===== src/rtl/cap_timer_pkg.sv =====
package cap_timer_pkg;
  typedef enum logic [1:0] {
    MODE_DUAL8  = 2'd0,
    MODE_T8_EV8 = 2'd1,
    MODE_T16    = 2'd2,
    MODE_EV16   = 2'd3
  } tmr_mode_e;
endpackage


===== src/rtl/cap_prescaler.sv =====
module cap_prescaler #(
  parameter int PRE_W = 8
) (
  input  logic             clk,
  input  logic             rst,
  input  logic             restart,
  input  logic             tick_en,
  input  logic [PRE_W-1:0] reload,
  output logic             tick
);
  logic [PRE_W-1:0] pcnt_q;
  logic             at_end;

  assign at_end = (pcnt_q == reload);
  assign tick   = tick_en && at_end && !restart;

  always_ff @(posedge clk) begin
    if (rst || restart) begin
      pcnt_q <= '0;
    end else if (tick_en) begin
      if (at_end) pcnt_q <= '0;
      else        pcnt_q <= pcnt_q + 1'b1;
    end
  end
endmodule


===== src/rtl/cap_edge_sync.sv =====
module cap_edge_sync #(
  parameter int STAGES = 2
) (
  input  logic clk,
  input  logic rst,
  input  logic async_in,
  output logic rise
);
  logic [STAGES-1:0] chain_q;
  logic              seen_q;

  always_ff @(posedge clk) begin
    if (rst) begin
      chain_q <= '0;
      seen_q  <= 1'b0;
    end else begin
      chain_q <= {chain_q[STAGES-2:0], async_in};
      seen_q  <= chain_q[STAGES-1];
    end
  end

  assign rise = chain_q[STAGES-1] && !seen_q;
endmodule


===== src/rtl/cap_count_core.sv =====
module cap_count_core
  import cap_timer_pkg::*;
#(
  parameter int HALF_W = 8,
  localparam int FULL_W = 2 * HALF_W
) (
  input  logic              clk,
  input  logic              rst,
  input  logic              clear,
  input  tmr_mode_e         mode,
  input  logic              pre_tick,
  input  logic              evt_tick,
  input  logic [FULL_W-1:0] match,
  input  logic              flag_clr_we,
  input  logic [1:0]        flag_clr,
  output logic [FULL_W-1:0] count,
  output logic              flag_lo,
  output logic              flag_hi
);
  logic              wide;
  logic              wide_step;
  logic [1:0]        half_step;
  logic [HALF_W-1:0] half_nxt [2];
  logic [1:0]        half_set;
  logic [FULL_W-1:0] count_n;
  logic [1:0]        set_n;
  logic [1:0]        flag_q;

  assign wide         = (mode == MODE_T16) || (mode == MODE_EV16);
  assign wide_step    = (mode == MODE_T16) ? pre_tick : evt_tick;
  assign half_step[0] = pre_tick;
  assign half_step[1] = (mode == MODE_T8_EV8) ? evt_tick : pre_tick;

  for (genvar h = 0; h < 2; h++) begin : g_half
    logic [HALF_W-1:0] cur;
    logic [HALF_W-1:0] lim;
    assign cur = count[h*HALF_W +: HALF_W];
    assign lim = match[h*HALF_W +: HALF_W];
    always_comb begin
      half_nxt[h] = cur;
      half_set[h] = 1'b0;
      if (half_step[h]) begin
        if (cur == lim) begin
          half_nxt[h] = '0;
          half_set[h] = 1'b1;
        end else begin
          half_nxt[h] = cur + 1'b1;
        end
      end
    end
  end

  always_comb begin
    count_n = count;
    set_n   = 2'b00;
    if (clear) begin
      count_n = '0;
    end else if (wide) begin
      if (wide_step) begin
        if (count == match) begin
          count_n  = '0;
          set_n[1] = 1'b1;
        end else begin
          count_n = count + 1'b1;
        end
      end
    end else begin
      count_n = {half_nxt[1], half_nxt[0]};
      set_n   = half_set;
    end
  end

  always_ff @(posedge clk) begin
    if (rst) count <= '0;
    else     count <= count_n;
  end

  for (genvar f = 0; f < 2; f++) begin : g_flag
    always_ff @(posedge clk) begin
      if (rst) flag_q[f] <= 1'b0;
      else     flag_q[f] <= set_n[f] | (flag_q[f] & ~(flag_clr_we & flag_clr[f]));
    end
  end

  assign flag_lo = flag_q[0];
  assign flag_hi = flag_q[1];
endmodule


===== src/rtl/cap_capture.sv =====
module cap_capture #(
  parameter int HALF_W = 8,
  localparam int FULL_W = 2 * HALF_W
) (
  input  logic              clk,
  input  logic              rst,
  input  logic              wide,
  input  logic              stb_lo,
  input  logic              stb_hi,
  input  logic [FULL_W-1:0] count,
  output logic [FULL_W-1:0] capture
);
  logic [1:0] take;

  assign take[0] = wide ? (stb_lo | stb_hi) : stb_lo;
  assign take[1] = wide ? (stb_lo | stb_hi) : stb_hi;

  for (genvar h = 0; h < 2; h++) begin : g_lane
    always_ff @(posedge clk) begin
      if (rst)          capture[h*HALF_W +: HALF_W] <= '0;
      else if (take[h]) capture[h*HALF_W +: HALF_W] <= count[h*HALF_W +: HALF_W];
    end
  end
endmodule


===== src/rtl/capture_timer.sv =====
module capture_timer
  import cap_timer_pkg::*;
#(
  parameter int HALF_W      = 8,
  parameter int PRE_W       = 8,
  parameter int SYNC_STAGES = 2,
  localparam int FULL_W = 2 * HALF_W
) (
  input  logic              clk,
  input  logic              rst,
  input  logic              tick_en,
  input  logic              evt_in,
  input  logic              cap_lo_stb,
  input  logic              cap_hi_stb,
  input  logic              cfg_we,
  input  logic [1:0]        cfg_mode,
  input  logic [PRE_W-1:0]  cfg_presc,
  input  logic              match_we,
  input  logic [FULL_W-1:0] match_val,
  input  logic              flag_clr_we,
  input  logic [1:0]        flag_clr,
  output logic [FULL_W-1:0] count,
  output logic [FULL_W-1:0] capture,
  output logic              flag_lo,
  output logic              flag_hi
);
  tmr_mode_e         mode_q;
  logic [PRE_W-1:0]  presc_q;
  logic [FULL_W-1:0] match_q;
  logic              pre_tick;
  logic              evt_tick;
  logic              wide;

  always_ff @(posedge clk) begin
    if (rst) begin
      mode_q  <= MODE_DUAL8;
      presc_q <= '0;
      match_q <= '1;
    end else begin
      if (cfg_we) begin
        mode_q  <= tmr_mode_e'(cfg_mode);
        presc_q <= cfg_presc;
      end
      if (match_we) match_q <= match_val;
    end
  end

  assign wide = mode_q[1];

  cap_prescaler #(.PRE_W(PRE_W)) u_presc (
    .clk     (clk),
    .rst     (rst),
    .restart (cfg_we),
    .tick_en (tick_en),
    .reload  (presc_q),
    .tick    (pre_tick)
  );

  cap_edge_sync #(.STAGES(SYNC_STAGES)) u_sync (
    .clk      (clk),
    .rst      (rst),
    .async_in (evt_in),
    .rise     (evt_tick)
  );

  cap_count_core #(.HALF_W(HALF_W)) u_core (
    .clk         (clk),
    .rst         (rst),
    .clear       (cfg_we),
    .mode        (mode_q),
    .pre_tick    (pre_tick),
    .evt_tick    (evt_tick),
    .match       (match_q),
    .flag_clr_we (flag_clr_we),
    .flag_clr    (flag_clr),
    .count       (count),
    .flag_lo     (flag_lo),
    .flag_hi     (flag_hi)
  );

  cap_capture #(.HALF_W(HALF_W)) u_cap (
    .clk     (clk),
    .rst     (rst),
    .wide    (wide),
    .stb_lo  (cap_lo_stb),
    .stb_hi  (cap_hi_stb),
    .count   (count),
    .capture (capture)
  );
endmodule


===== config.mk =====
export PLATFORM = sky130hd
export DESIGN_NAME = capture_timer
export DESIGN_NICKNAME = d
export VERILOG_FILES = /design/src/rtl/cap_timer_pkg.sv /design/src/rtl/cap_prescaler.sv /design/src/rtl/cap_edge_sync.sv /design/src/rtl/cap_count_core.sv /design/src/rtl/cap_capture.sv /design/src/rtl/capture_timer.sv
export SDC_FILE = /design/constraint.sdc
export NUM_CORES = 1
export LEC_CHECK = 0
export BUFFER_PORTS_ARGS = -buffer_cell sky130_fd_sc_hd__clkbuf_2
export CAP_MARGIN = 20
export CORE_UTILIZATION = 55
export CTS_CLUSTER_DIAMETER = 120
export DETAILED_ROUTE_END_ITERATION = 12
export PLACE_DENSITY_LB_ADDON = 0.08
export SKIP_LAST_GASP = 1
export SLEW_MARGIN = 10
export SYNTH_ARGS = -nofsm -noshare
export SYNTH_HDL_FRONTEND = slang
export SYNTH_SLANG_ARGS = --single-unit
export TNS_END_PERCENT = 10

===== constraint.sdc =====
create_clock -name clk -period 4.4 [get_ports clk]
set_input_delay 1.32 -clock clk [delete_from_list [all_inputs] [get_ports clk]]
set_output_delay 1.32 -clock clk [all_outputs]
set_load 0.01 [all_outputs]

---- After elaboration in Yosys (flattened, before gate mapping) ----
Index checks and enable logic that the tools add are counted.
word-level totals
  logic and storage cells ................. 66
  memory bits (writable) .................. 0
  bits of input ports ..................... 37
  memories kept ........................... 0
  flip-flop bits (word level) ............. 71
  bits in latches ......................... 0
  output and inout bits ................... 34
  bits in read-only memories .............. 0
cells by class
  shift-type cells ........................ 0
  add/subtract/negate cells ............... 4
  $lt $le $gt $ge ......................... 0
  bitwise logic cells ..................... 9
  reduce and logical (&&, ||, !) cells .... 12
  div/mod/pow operators ................... 0
  muxes and demuxes ....................... 21
  $mul .................................... 0
  equality and inequality tests ........... 8
operators by type and width
  operator                                       count
  two-way mux 16 bit                             3
  two-way mux 8 bit                              5
  adder 8 x 1 -> 8 bit, second input constant    3
  == test 8 bit                                  3
  adder 16 x 1 -> 16 bit, second input constant  1
  == test 16 bit                                 1
  two-way mux 1 bit                              12
  bitwise AND 1 bit                              4
  == test 2 bit, second input constant           2
  AND reduction 2 bit                            2
  nonzero test 2 bit                             2
  logical AND 1 bit                              3
  OR 1 bit                                       3
  == test 2 x 1 -> 1 bit, second input constant  1
  logical NOT 1 bit                              2
  logical OR 1 bit                               2
  two-way mux 2 bit                              1
  != test 2 bit, second input constant           1
  NOT 1 bit                                      2
  OR reduction 2 bit                             1

---- Depth between registers and ports, before layout ----
Gate-level depths: netlist (run 1).
  depth after elaboration ................. 8
  gate-level depth with buffers ........... 8
  depth with buffers taken out ............ 7

---- By module ----
Synthesis (run 1) repeated with hierarchy kept, for this count alone.
second synthesis, totals
  cells, all modules ...................... 342
  area, all modules ....................... 3394.5 um^2
by module, submodules not included
  module          seq. area each (um^2)  area an instance (um^2)  cells an instance  instances
  cap_count_core  360.3                  1196.1                   132                1
  capture_timer   520.5                  950.9                    85                 1
  cap_capture     320.3                  724.4                    69                 1
  cap_prescaler   160.2                  435.4                    49                 1
  cap_edge_sync   60.1                   87.6                     7                  1

---- Least setup slack after synthesis (run 1) ----
Ideal clock, no wire load.
  path type ............................... input -> register
  start ................................... input tick_en
  end ..................................... register u_core.count[5]
  path slack .............................. 1620 ps
  buffers on the path ..................... 0
  arrival ................................. 2705 ps
  required time ........................... 4326 ps
  stages on the path ...................... 5
  library setup time ...................... 74 ps
  cells stage by stage .................... nand2_1 or4_4 o21a_1 or4_1 a31oi_1
on the way
  word-level cells in the longest chain between the ends .. 5
  elaborated cells on any way between the ends .. 6
  those cells by class .................... eq/ne: 1; mux: 1; reduce/logical: 4
RTL lines
  item                               RTL line              text
  start, declared                    capture_timer.sv:11   input logic tick_en,
  logical AND 1 bit * (2 in series)  cap_prescaler.sv:15   assign tick = tick_en && at_end && !restart;
  two-way mux 1 bit                  cap_count_core.sv:30  assign wide_step = (mode == MODE_T16) ? pre_tick : evt_tick;
  != test 2 bit (no line)            --
  AND reduction 2 bit (no line) *    --
  end signal, assigned               cap_count_core.sv:75  else count <= count_n;
  end, declared                      cap_count_core.sv:16  output logic [FULL_W-1:0] count,
Mark *: on every way between the ends. The rest lies on a longest branch, timed or not.
A chain may end at the register's enable or synchronous reset.

---- Worst setup path in the final report (run 1) ----
  start ................................... input cfg_we
  end ..................................... register u_core.count[5]
on the way
  word-level cells in the longest chain between the ends .. 5
  elaborated cells on any way between the ends .. 7
  those cells by class .................... eq/ne: 1; mux: 1; reduce/logical: 5
RTL lines
  item                           RTL line              text
  start, declared                capture_timer.sv:15   input logic cfg_we,
  logical NOT 1 bit              cap_prescaler.sv:15
  logical AND 1 bit              cap_prescaler.sv:15
  two-way mux 1 bit              cap_count_core.sv:30
  != test 2 bit (no line)        --
  AND reduction 2 bit (no line)  --
Several ways; a longest one is shown, not always the timed one.

==> results of run 1 <==
[final timing paths]
path              cells after the start  slack, ns                            end
hold / removal                        2       0.45  u_cap.capture[0]$_SDFFE_PP0P_
setup / recovery                      5       1.41   u_core.count[5]$_SDFFE_PP0P_
hold reg to reg                       2       0.45  u_cap.capture[0]$_SDFFE_PP0P_
setup reg to reg                      6       2.07   u_core.count[5]$_SDFFE_PP0P_
[logic make-up after synthesis]
| logic type | Yosys count | share of synthesized area |
|---|---|---|
| AO/OA/AOI/OAI | 83 | 0.1634 |
| XOR/XNOR | 33 | 0.08820 |
| adder cells (fa/ha/maj) | 3 | 0.01146 |
| buffers and inverters | 23 | 0.02673 |
| flip-flops | 71 | 0.4338 |
| multiplexers | 11 | 0.03360 |
| AND/OR/NAND/NOR | 162 | 0.2428 |
[metal layers]
layer  global-route usage  wire [um]
met5                    0          0
met4               0.1036         97
met3              0.06207        366
met2               0.3776       3249
met1               0.3185       3461
[registers in the layout, indices dropped and copies added (netlist names)]
name            cells
match_q            16
u_cap.capture      16
u_core.count       16
presc_q             8
u_presc.pcnt_q      8
mode_q              2
u_sync.chain_q      2
u_core.flag_hi      1
u_core.flag_lo      1
u_sync.seen_q       1
[per-stage QoR]
step           setup WS (ns)  power, mW    util  hold slack [ns]  instances
6_report               1.413      1.311  0.6890           0.4520        526
5_1_grt                1.317      1.364  0.6890           0.4818        526
4_1_cts                1.423      1.318  0.6890           0.4551        526
3_5_place_dp           1.044     0.7908  0.6519           0.4454        510
3_3_place_gp           1.093     0.7885  0.6519           0.4253        510
2_1_floorplan          1.620     0.7559       -           0.4138        386
[critical path, cell delays in order]
cell and delay (ns):
clkbuf_2 0.27, or4_4 0.63, o21a_1 0.35, or4_1 0.54, a31oi_1 0.16
[report_power, final]
group          total (mW)  leakage (nW)  switching [mW]  internal, mW
Combinational      0.0991         0.857          0.0526        0.0464
Sequential          0.677         0.579          0.0168         0.661
Clock               0.535         0.105           0.243         0.292
[area by class of cell]
type / instances / area, um^2
tap: 72 / 90.09
clock buffer: 11 / 151.4
inverter: 3 / 11.26
timing repair buffer: 72 / 365.4
sequential: 71 / 1421
fill: 480 / 1744
clock inverter: 5 / 56.30
multi-input combinational: 292 / 1768
[cells in the mapped netlist, types with 2 or more instances]
master / number / area [um^2]
o22ai_1: 7 / 43.79
and2_1: 2 / 12.51
or2_2: 3 / 18.77
a21o_1: 4 / 30.03
nor2b_1: 20 / 125.1
nor2_1: 28 / 105.1
a21oi_1: 32 / 160.2
nand3_1: 12 / 60.06
o31ai_1: 2 / 15.01
nor3_1: 3 / 15.01
nand4b_1: 2 / 17.52
or3_1: 6 / 37.54
xnor2_1: 10 / 87.58
clkbuf_1: 14 / 52.55
ha_1: 3 / 37.54
o21a_1: 3 / 22.52
a211o_1: 16 / 140.1
nand2_1: 60 / 225.2
and4_1: 2 / 17.52
dfxtp_1: 71 / 1421
nand4_1: 7 / 43.79
o21ai_0: 7 / 35.03
nor4_1: 5 / 31.28
mux2i_1: 11 / 110.1
inv_1: 3 / 11.26
xor2_1: 23 / 201.4
buf_1: 5 / 18.77
nand2b_1: 3 / 18.77
and3_1: 4 / 25.02
a31oi_1: 6 / 37.54
or4_1: 2 / 15.01
==> metrics.md, run 1 <==
| Metric | Value |
|---|---|
| Max VDD drop | 270.4 uV |
| Net Count, Synth | 426 |
| Detail Placement HPWL | 5167 um |
| First-pass DRT Iterations | 5 |
| Vias in the first global route | 2565 |
| Layout Nets | 489 |
| Setup crit end kind | register |
| Initial antenna violation count | 0 |
| Seq/Total Area, Yosys | 0.4338 |
| Design area | 3864 um^2 |
| PortBufs | 70 |
| Netlist cell types | 41 |
| Layout cell share with drive strength beyond 1 | 0.2048 |
| Max Clk Rate | 334.8 MHz |
| Final TNS setup | 0 ns |
| Final Setup Violations | 0 |
| Critical path arrival | 3.27 ns |
| Overall die width | 79.19 um |
| Total Routed Length | 7175 um |
| Post-Syn Area | 3277 um^2 |
| Total global-route track usage | 0.2431 |
| DRT iter0 DRCs | 187 |
| Die ar. | 6270 um^2 |
| Final Max Slew Viols | 0 |
| Ys Warns | 0 |
| Post-synth EDFFs | 0 |
| Antenna diode count | 0 |
| Hold Vio Cnt, Final | 0 |
| Max_cap viols | 0 |
| Largest net degree at the start of global routing | 42 |
| Synthesis-stage register bit count | 71 |
| Worst setup SP type | input pin |
| Final setup skew | 0.01099 ns |
| Hold-fix buffers, CTS | 0 |
| Avg Inst Size Synth | 8.489 um^2 |
| Min Tclk post-route | 2.987 ns |
| Clock root cell | clkbuf_8 |
| Hold Crit Class | reg2reg |
| Status | complete, no violations |
| Starting Density | 0.5843 |
| Crit-path max FO | 14 |
| Worst slew margin | 0.3267 |
| Vias per cell | 5.490 |
| Core box area | 5608 um^2 |
| Drc violations | 0 |
| CTS tree | done |
| Static Leakage | 1.541 nW |
| Clk_lat worst skew | 0.35 ns |
| Via Count | 2888 |
| Final Cycle Share | 0.6788 |
| Grt ovf | 0 |
| Cell area after placement | 3656 um^2 |
| DR WL/cell | 13.64 um |
| Post-synthesis instance total | 386 |
| Detail Route Antenna Nets | 0 |
| Floorplan row count | 27 |
| Worst-path clk slew | 0.08 ns |
| Clock buffer depth | 2 |
| Reg2reg start | u_presc.pcnt_q[1]$_SDFFE_PP0P_ |
| Most common cell after layout, fill and taps aside | dfxtp_1 |
| Pwr Density | 339.3 nW/um^2 |
| Post-synth top flop | dfxtp_1 |
| Worst setup path startpoint | cfg_we |
| Number of placed I/O pins | 71 |
| Critical path class | in2reg |
| Tightest Pin Transition | 1.001 ns |
| First-pass GRT wire length | 11790 um |
| Post-CTS resize count | 0 |
| Commonest non-fill, non-tap cells in the layout | 71 x dfxtp_1, 70 x clkbuf_2, 60 x nand2_1, 32 x a21oi_1, 28 x nor2_1 |
| Routability Congestion | 0.8524 |
| WP data required | 4.68 ns |
| Async set-or-reset flop fraction in the synthesized netlist | 0 |
| Die height | 79.19 um |
| Clock net sink count | 71 |
| Htree depth | 3 |
| CTS Buf Count | 9 |
| Beginning of the worst hold path | u_cap.capture[0]$_SDFFE_PP0P_ |
| Area Overhead vs Synth | 17.91% |
| Post-CTS setup repair buffer count | 0 |
| RSZ-0062 raised after global routing | no |
(Power assumes the default switching activity.)
==> run 2, diff against run 1 <==
- CORE_UTILIZATION: 55 -> 54
- clock period: 4.4 -> 3.1 ns (I/O delays scaled with it)
==> metrics.md, run 2 (synthesis results as in run 1) <==
| Metric | Value |
|---|---|
| Status | complete, no violations (unchanged) |
| CTS tree | done (unchanged) |
| Final Setup Violations | 0 (unchanged) |
| Layout Nets | 494 (was 489) |
| Final setup skew | 0.009031 ns (was 0.01099 ns) |
| Core box area | 5886 um^2 (was 5608 um^2) |
| Floorplan row count | 28 (was 27) |
| CP peak stage delay | 0.54 ns (was 0.63 ns) |
| Via Count | 2962 (was 2888) |
| Clock buffer depth | 2 (unchanged) |
| Max VDD drop | 298.3 uV (was 270.4 uV) |
| Crit-path cells | clkbuf_2 -> nand2_1 -> or4_4 -> o21a_1 -> or4_1 -> a31oi_1 (was clkbuf_2 -> or4_4 -> o21a_1 -> or4_1 -> a31oi_1) |
| CTS Buf Count | 9 (unchanged) |
| First-pass DRT Iterations | 4 (was 5) |
| Total Routed Length | 7383 um (was 7175 um) |
| Area Overhead vs Synth | 19.24% (was 17.91%) |
| Most common cell after layout, fill and taps aside | dfxtp_1 (unchanged) |
| Biggest regs | match_q: 16 flops, u_cap.capture: 16 flops, u_core.count: 16 flops (unchanged) |
| Worst-path clk slew | 0.07 ns (was 0.08 ns) |
| RSZ-0062 raised after global routing | no (unchanged) |
| Detail Placement HPWL | 5265 um (was 5167 um) |
| Fillers | 516 (was 480) |
| PortBufs | 70 (unchanged) |
| DRT iter0 DRCs | 225 (was 187) |
| Number of cells on the critical path | 6 (was 5) |
| Share of total power in combinational logic | 0.080 (was 0.076) |
| Antenna diode count | 0 (unchanged) |
| Routability Congestion | 0.9066 (was 0.8524) |
| Grt ovf | 0 (unchanged) |
| Buf+Inv Stages, Crit Path | 1 (unchanged) |
| Starting Density | 0.5568 (was 0.5843) |
| Hold Path Stages | 2 (unchanged) |
| First-pass GRT wire length | 11940 um (was 11790 um) |
| Vias in the first global route | 2535 (was 2565) |
| DR WL/cell | 13.83 um (was 13.64 um) |
| Sequential cell fraction of total power | 0.510 (was 0.517) |
| Hold-fix buffers, CTS | 0 (unchanged) |
| Clock root cell | clkbuf_8 (unchanged) |
| Static Leakage | 1.565 nW (was 1.541 nW) |
| Critical path class | in2reg (unchanged) |
| Sw frac | 0.2289 (was 0.2383) |
| Tightest Pin Transition | 0.9281 ns (was 1.001 ns) |
| Commonest non-fill, non-tap cells in the layout | 71 x dfxtp_1, 70 x clkbuf_2, 60 x nand2_1, 32 x a21oi_1, 28 x nor2_1 (unchanged) |
| Clk_lat worst skew | 0.34 ns (was 0.35 ns) |
| Crit-path max FO | 13 (was 14) |
| Drc violations | 0 (unchanged) |
| Critical path arrival | 2.73 ns (was 3.27 ns) |
| Pwr Density | 479.9 nW/um^2 (was 339.3 nW/um^2) |
| Largest net degree at the start of global routing | 33 (was 42) |
| Overall die width | 79.90 um (was 79.19 um) |
| P_sw | 0.4293 mW (was 0.3125 mW) |
| Cell Int Power | 1.446 mW (was 0.9985 mW) |
| WP data required | 3.37 ns (was 4.68 ns) |
| Post-CTS setup repair buffer count | 0 (unchanged) |
| Final core occ | 0.6639 (was 0.6890) |
| Worst slew margin | 0.3760 (was 0.3267) |
| Min Tclk post-route | 2.460 ns |
| Max Clk Rate | 406.5 MHz |
| Final TNS setup | 0 ns (unchanged) |
| Hold Vio Cnt, Final | 0 (unchanged) |
| Hold WS | 0.4509 ns (was 0.4520 ns) |
| Layout cell share with drive strength beyond 1 | 0.2092 (was 0.2048) |
| Htree depth | 3 (unchanged) |
| Setup crit end kind | register (unchanged) |
| Slowest cell on crit path | or4_1 (was or4_4) |
| Initial antenna violation count | 0 (unchanged) |
| Vias per cell | 5.547 (was 5.490) |
| Power share of the clock group | 0.410 (was 0.408) |
| Worst setup SP type | input pin (unchanged) |
| Detail Route Antenna Nets | 0 (unchanged) |
| Die ar. | 6384 um^2 (was 6270 um^2) |
| Total global-route track usage | 0.2433 (was 0.2431) |
| Path depth of the worst reg2reg path | 6 (unchanged) |
| Crit-path leading delay family | simple AND/OR/NAND/NOR gates (unchanged) |
| Pwr Total | 1.875 mW (was 1.311 mW) |
| Number of placed I/O pins | 71 (unchanged) |
| Hold Crit Class | reg2reg (unchanged) |
| Max_cap viols | 0 (unchanged) |
| Final Max Slew Viols | 0 (unchanged) |
| Final Cycle Share | 0.7935 |
| Die height | 79.90 um (was 79.19 um) |
| Post-CTS resize count | 0 (unchanged) |
| Clock net sink count | 71 (unchanged) |
[run 2: per-layer routing]
metal,vias to the layer above,track usage,share of wire
li1,1499,-,-
met1,1334,0.3307,0.47
met2,107,0.3675,0.45
met3,22,0.04457,0.054
met4,0,0.1214,0.025
met5,-,0,0
[run 2: area by class of cell]
class / count / area, um^2 / area share
Multi-Input combinational cell: 292 / 1768 / 0.4525
Sequential cell: 71 / 1421 / 0.3638
Timing Repair Buffer: 77 / 402.9 / 0.1031
Clock buffer: 14 / 172.7 / 0.04419
Tap cell: 75 / 93.84 / 0.02402
Clock inverter: 2 / 37.54 / 0.009606
Inverter: 3 / 11.26 / 0.002882
[run 2: final timing paths]
| check | start | end | slack [ns] |
|---|---|---|---|
| setup reg to reg | u_presc.pcnt_q[1]$_SDFFE_PP0P_ | u_core.count[5]$_SDFFE_PP0P_ | 0.67 |
| hold / removal | u_cap.capture[9]$_SDFFE_PP0P_ | u_cap.capture[9]$_SDFFE_PP0P_ | 0.45 |
| hold reg to reg | u_cap.capture[9]$_SDFFE_PP0P_ | u_cap.capture[9]$_SDFFE_PP0P_ | 0.45 |
| setup / recovery | tick_en | u_core.count[5]$_SDFFE_PP0P_ | 0.64 |
[run 2: worst reg2reg max path: stages, from the launching register on]
cell	delay (ns)
dfxtp_1	0.43
xnor2_1	0.16
nand3_1	0.16
or4_4	0.56
o21a_1	0.35
or4_1	0.55
a31oi_1	0.17
[run 2: power groups by stage]
stage	sequential, mW	clock [mW]	combinational, mW
final	0.957	0.768	0.151
after floorplan	0.972	0	0.101
after global routing	0.959	0.824	0.169
after detailed placement	0.978	0	0.151
after global placement	0.977	0	0.147
after CTS	0.957	0.779	0.152
[run 2: stage by stage]
stage | worst slack, ns | instance area (um^2) | std cells
finish | 0.6402 | 3908 | 534
global route | 0.5048 | 3908 | 534
CTS | 0.6434 | 3908 | 534
detailed placement | 0.2798 | 3697 | 518
global placement | 0.3203 | 3697 | 518
floorplan | 0.7104 | 3277 | 386
